[src/rtl/wkd_pkg.sv]
package wkd_pkg;

  typedef enum logic [2:0] {
    MODE_NORMAL  = 3'd0,
    MODE_LISTEN  = 3'd1,
    MODE_STANDBY = 3'd2,
    MODE_GOSLEEP = 3'd3,
    MODE_SLEEP   = 3'd4
  } op_mode_e;

  // True for the modes in which a wake request may be accepted
  function automatic logic is_low_power(input logic [2:0] m);
    return (m == MODE_STANDBY) || (m == MODE_GOSLEEP) || (m == MODE_SLEEP);
  endfunction

endpackage

[src/rtl/wkd_sync.sv]
module wkd_sync #(
  parameter int WIDTH  = 2,
  parameter int STAGES = 2
) (
  input  logic             clk,
  input  logic             rst,
  input  logic [WIDTH-1:0] d,
  output logic [WIDTH-1:0] q
);

  logic [WIDTH-1:0] stage_q [STAGES];

  for (genvar g = 0; g < STAGES; g++) begin : g_stage
    if (g == 0) begin : g_first
      always_ff @(posedge clk) begin
        if (rst) stage_q[g] <= '0;
        else     stage_q[g] <= d;
      end
    end else begin : g_next
      always_ff @(posedge clk) begin
        if (rst) stage_q[g] <= '0;
        else     stage_q[g] <= stage_q[g-1];
      end
    end
  end

  assign q = stage_q[STAGES-1];

endmodule

[src/rtl/wkd_level_change.sv]
// Qualifies a change of a synchronised level against a stored reference.
// One-cycle request pulse when the new level has been stable for CYC cycles.
module wkd_level_change #(
  parameter int CYC = 8
) (
  input  logic clk,
  input  logic rst,
  input  logic lvl,
  output logic req
);

  localparam int CW = $clog2(CYC + 1);
  localparam logic [CW-1:0] LAST = CW'(CYC - 1);

  logic          ref_q;
  logic [CW-1:0] cnt_q;

  always_ff @(posedge clk) begin
    if (rst) begin
      ref_q <= 1'b0;
      cnt_q <= '0;
      req   <= 1'b0;
    end else begin
      req <= 1'b0;
      if (lvl == ref_q) begin
        cnt_q <= '0;                 // glitch ended: restart qualification
      end else if (cnt_q == LAST) begin
        ref_q <= lvl;                // new stable level becomes the reference
        cnt_q <= '0;
        req   <= 1'b1;
      end else begin
        cnt_q <= cnt_q + 1'b1;
      end
    end
  end

endmodule

[src/rtl/wkd_dom_timer.sv]
// Fires one request pulse per dominant run lasting CYC cycles.
module wkd_dom_timer #(
  parameter int CYC = 12
) (
  input  logic clk,
  input  logic rst,
  input  logic dom,
  output logic req
);

  localparam int CW = $clog2(CYC + 1);
  localparam logic [CW-1:0] LAST = CW'(CYC - 1);

  logic [CW-1:0] cnt_q;
  logic          done_q;

  always_ff @(posedge clk) begin
    if (rst) begin
      cnt_q  <= '0;
      done_q <= 1'b0;
      req    <= 1'b0;
    end else begin
      req <= 1'b0;
      if (!dom) begin
        cnt_q  <= '0;
        done_q <= 1'b0;
      end else if (!done_q) begin
        if (cnt_q == LAST) begin
          done_q <= 1'b1;
          req    <= 1'b1;
        end else begin
          cnt_q <= cnt_q + 1'b1;
        end
      end
    end
  end

endmodule

[src/rtl/wake_detect.sv]
module wake_detect
  import wkd_pkg::*;
#(
  parameter int TWAKE_CYC   = 8,
  parameter int TBUS_CYC    = 12,
  parameter int SYNC_STAGES = 2
) (
  input  logic       clk,
  input  logic       rst,
  input  logic       wake_pin,
  input  logic       bus_dom,
  input  logic [2:0] mode,
  input  logic       pwon_flag,
  input  logic       uvnom_flag,
  input  logic       uvnom_wait,
  input  logic       enter_normal,
  input  logic       leave_normal,
  output logic       wake_flag,
  output logic       wake_src,
  output logic       rxd_wake_n,
  output logic       err_wake_n
);

  localparam int NSYNC = 2;

  logic [NSYNC-1:0] async_in, sync_out;
  logic             wake_s, dom_s;
  logic             local_req, remote_req;

  assign async_in = {bus_dom, wake_pin};

  wkd_sync #(.WIDTH(NSYNC), .STAGES(SYNC_STAGES)) i_sync (
    .clk (clk),
    .rst (rst),
    .d   (async_in),
    .q   (sync_out)
  );

  assign wake_s = sync_out[0];
  assign dom_s  = sync_out[1];

  wkd_level_change #(.CYC(TWAKE_CYC)) i_local (
    .clk (clk),
    .rst (rst),
    .lvl (wake_s),
    .req (local_req)
  );

  wkd_dom_timer #(.CYC(TBUS_CYC)) i_remote (
    .clk (clk),
    .rst (rst),
    .dom (dom_s),
    .req (remote_req)
  );

  logic wake_q, src_q, uv_prev_q, rxd_n_q, err_n_q;
  logic low_pwr, set_ok, uv_rise, clr_wake, accept_local, wake_d, src_d;

  always_comb begin
    low_pwr      = is_low_power(mode);
    set_ok       = low_pwr && !uvnom_wait;
    uv_rise      = uvnom_flag && !uv_prev_q;
    clr_wake     = enter_normal || uv_rise;
    accept_local = set_ok && local_req && !clr_wake;

    wake_d = wake_q;
    if (clr_wake)                               wake_d = 1'b0;
    else if (set_ok && (local_req || remote_req)) wake_d = 1'b1;

    src_d = src_q;
    if (leave_normal)                   src_d = 1'b0;
    else if (accept_local && !pwon_flag) src_d = 1'b1;
  end

  always_ff @(posedge clk) begin
    if (rst) begin
      wake_q    <= 1'b0;
      src_q     <= 1'b0;
      uv_prev_q <= 1'b0;
      rxd_n_q   <= 1'b1;
      err_n_q   <= 1'b1;
    end else begin
      wake_q    <= wake_d;
      src_q     <= src_d;
      uv_prev_q <= uvnom_flag;
      rxd_n_q   <= !(wake_d && low_pwr);
      err_n_q   <= !(wake_d && low_pwr);
    end
  end

  assign wake_flag  = wake_q;
  assign wake_src   = src_q;
  assign rxd_wake_n = rxd_n_q;
  assign err_wake_n = err_n_q;

endmodule

[config.mk]
export PLATFORM = sky130hd
export DESIGN_NAME = wake_detect
export DESIGN_NICKNAME = d
export VERILOG_FILES = /design/src/rtl/wkd_pkg.sv /design/src/rtl/wkd_sync.sv /design/src/rtl/wkd_level_change.sv /design/src/rtl/wkd_dom_timer.sv /design/src/rtl/wake_detect.sv
export SDC_FILE = /design/constraint.sdc
export NUM_CORES = 1
export LEC_CHECK = 0
export ABC_AREA = 1
export BUFFER_PORTS_ARGS = -buffer_cell sky130_fd_sc_hd__buf_4
export CORE_MARGIN = 10
export CORE_UTILIZATION = 40
export CTS_BUF_LIST = sky130_fd_sc_hd__clkbuf_4 sky130_fd_sc_hd__clkbuf_8
export DETAILED_ROUTE_END_ITERATION = 12
export PLACE_DENSITY = 0.61
export SETUP_SLACK_MARGIN = 0.2
export SKIP_CTS_REPAIR_TIMING = 1
export SYNTH_ARGS = -nofsm -noshare
export SYNTH_HDL_FRONTEND = slang
export SYNTH_SLANG_ARGS = --single-unit
[constraint.sdc]
create_clock -name clk -period 2.4 [get_ports clk]
set_clock_uncertainty 0.05 [all_clocks]
set_input_delay 0.36 -clock clk [delete_from_list [all_inputs] [get_ports clk]]
set_output_delay 0.36 -clock clk [all_outputs]
set_load 0.03 [all_outputs]
==> run metrics <==
status=completed; Max Root-Sink Buffers=2; initial drt markers=22; worst hold-check path type=primary input to register; Sequential cell area=roughly 400 µm²; CP required=~2.5 ns; root buf cell=clkbuf_4; r2r startpoint=i_remote.cnt_q[1]; Port Buffers=15; hold depth=3; post-synthesis compound-gate area fraction=~6%; final setup vio count=0; largest net degree at the start of global routing=12; area share of the largest cell type after synthesis=roughly half; worst setup path end=i_remote.cnt_q[2]; relative slew slack=87.96%; Pwr Density=567.2 mW/mm²; Setup crit start=i_remote.cnt_q[1]; reg2reg end=i_remote.cnt_q[2]; P_leak=about 0.45 nW; Hold WS=about 0.21 ns; synth top area cells=dfxtp_1, inv_1, nor2_1; crit-path max FO=6; core area=between 0.0015 and 0.002 mm²; ANT nets after route=0; CP Buf/Inv Count=1; main combinational cell family by area after synthesis=simple AND/OR/NAND/NOR gates; initial antenna violation count=0; share of cells above drive strength 1=22.50%; count of final max-slew check failures=0; NumNets Final=roughly 140; GRT Util Overall=~6.5%; area share of and/or/nand/nor cells after synthesis=a little over a quarter; Clock power frac=33.2%; Final Hold Violating Endpoints=0; Yosys cell types=22; total grt overflow=0; die width=between 60 and 70 µm; Tmin final=between 1 and 1.5 ns; sequential power share=around 61%; Synthesized Nets=117; Diodes inserted=0; Ports=16; crit end category=register; Sw Ratio=approximately 20%; r2r setup slk=about 1.2 ns; post-synthesis register bit count=20; initial core utilization=between 40% and 50%; clk_lat worst skew=~0.28 ns; Placer Congestion=between 0.7 and 0.8; fmax=around 0.83 GHz; H-tree levels=1; CTS tree=built; multi-input logic area=roughly 310 µm²; slowest CP cell=dfxtp_1; cell family with most CP delay=flip-flops; first-pass GRT wire length=2.228 mm; crit-path cells=ha_1 > nand3_4 > nand2_4 > inv_2 > a21oi_1 > nor2_1; MaxCap Viol Count=0; mapped cell area=between 800 and 900 µm²; critical path class=register to register; register area share after synthesis=around 49%; RSZ-0062 raised after global routing=false; final period utilization=roughly 50%; DRC=0; vias post-DR=between 600 and 700; Logic pwr share=approximately 5.7%; WP depth=6; CTS buffer count=3; WP data arrival=1.34 ns; proportion of synthesized area in mux cells=0%; Syn Area/Cell=7.896 µm²; Die ar.=roughly 0.0042 mm²; DRT Pass-1 Iters=3; CP peak stage delay=between 0.3 and 0.4 ns; Syn-to-layout area delta=20.15%; Synth Area in Adders=3.077%; Worst-path clk slew=around 0.10 ns; Post-Syn Instances=around 100; Yosys Warn Count=0; Psw=roughly 0.11 mW; Post-Synth XOR/XNOR Area=3.231%; wire per inst=8.673 µm; post-synth top area cell=dfxtp_1; Pint=about 0.45 mW; startpoint types=register; Via density=approximately 4.2; drt total wl=about 1.3 mm; vias in the first global route=about 560; maximum VDD drop=between 200 and 300 µV; setup tns final=0 ns; Die H=roughly 65 µm; R2R depth=6; CTS sink count=20; row cnt=16; fillers=between 150 and 200; Worst-Margin Slew=~0.18 ns; dpl hpwl=1.091 mm
flip-flops by register name, summed over array words and instances (netlist names):
signal	flops
i_local.ref_q	1
i_sync.stage_q	4
wake_flag	1
i_local.req	1
uv_prev_q	1
err_wake_n	1
i_remote.cnt_q	4
i_local.cnt_q	4
i_remote.done_q	1
i_remote.req	1
wake_src	1
worst min path at each step:
stage | startpoint | slack, ns | endpoint
floorplan | i_sync.stage_q[0][0] | 0.34 | i_sync.stage_q[1][0]
global placement | i_sync.stage_q[0][0] | 0.34 | i_sync.stage_q[1][0]
detailed placement | i_sync.stage_q[0][1] | 0.35 | i_sync.stage_q[1][1]
CTS | wake_pin | 0.20 | i_sync.stage_q[0][0]
global route | uvnom_flag | 0.21 | uv_prev_q
finish | wake_pin | 0.21 | i_sync.stage_q[0][0]
cells in the final DEF (no fill, tap or decap), types with 2 or more instances in the layout:
cell	Yosys	layout
nor2_1	19	19
inv_2	3	3
a21oi_1	5	5
nand2_1	11	11
dfxtp_1	20	20
clkbuf_4	0	3
o21ai_0	2	2
buf_4	1	15
xnor2_1	2	2
nor3_1	3	3
inv_1	19	19
nand3_1	6	6
ha_1	2	2
through the flow:
step	total power [mW]	util (%)	cell area, µm²	instances	setup slack, ns
CTS	0.5653	50.32	977.2	147	1.185
global route	0.5885	50.32	977.2	147	1.118
global placement	0.3776	48.45	940.9	143	1.269
detailed placement	0.3784	48.45	940.9	143	1.206
floorplan	0.3631	-	813.3	103	1.290
finish	0.5543	50.32	977.2	147	1.196
cell usage after synthesis (all sizes together):
| cell | number |
|---|---|
| inv | 22 |
| dfxtp | 20 |
| nor2 | 19 |
| nand2 | 13 |
| nand3 | 7 |
| a21oi | 5 |
| o21ai | 4 |
| nor3 | 3 |
| buf | 2 |
| ha | 2 |
| or2 | 2 |
| xnor2 | 2 |
| nand4 | 1 |
| xor2 | 1 |
power by group through the flow:
stage               sequential (mW)  clock, mW  combinational (mW)
floorplan                     0.346          0              0.0171
global placement              0.346          0              0.0314
global route                  0.340      0.212              0.0368
CTS                           0.339      0.194              0.0322
detailed placement            0.346          0              0.0320
finish                        0.339      0.184              0.0315
per-layer routing:
metal | vias to the layer above | GRT usage (%) | part of all wire, %
met3 | 2 | 3.559 | 12
met2 | 18 | 9.852 | 43
met4 | 0 | 3.209 | 1.3
li1 | 347 | - | -
met1 | 255 | 7.227 | 44
met5 | - | 0 | 0
cell families (layout without fill, tap and decap cells):
logic type / Yosys count / count (layout)
simple gates: 45 / 45
compound gates: 9 / 9
fa+ha+maj: 2 / 2
flops: 20 / 20
xor+xnor: 3 / 3
buf+inv: 24 / 41
final cells by class:
| type | count | area share [%] |
|---|---|---|
| Clock buffer | 4 | 3.713 |
| Tap cell | 27 | 3.457 |
| Multi-Input combinational cell | 59 | 31.88 |
| Sequential cell | 20 | 40.97 |
| Timing Repair Buffer | 15 | 11.52 |
| Inverter | 22 | 8.451 |
tightest hold or removal path, cell delays in order:
cell and delay [ns]:
buf_4 0.07, inv_1 0.03, nor2_1 0.06
Note: power is estimated with default switching activity, not from simulation.
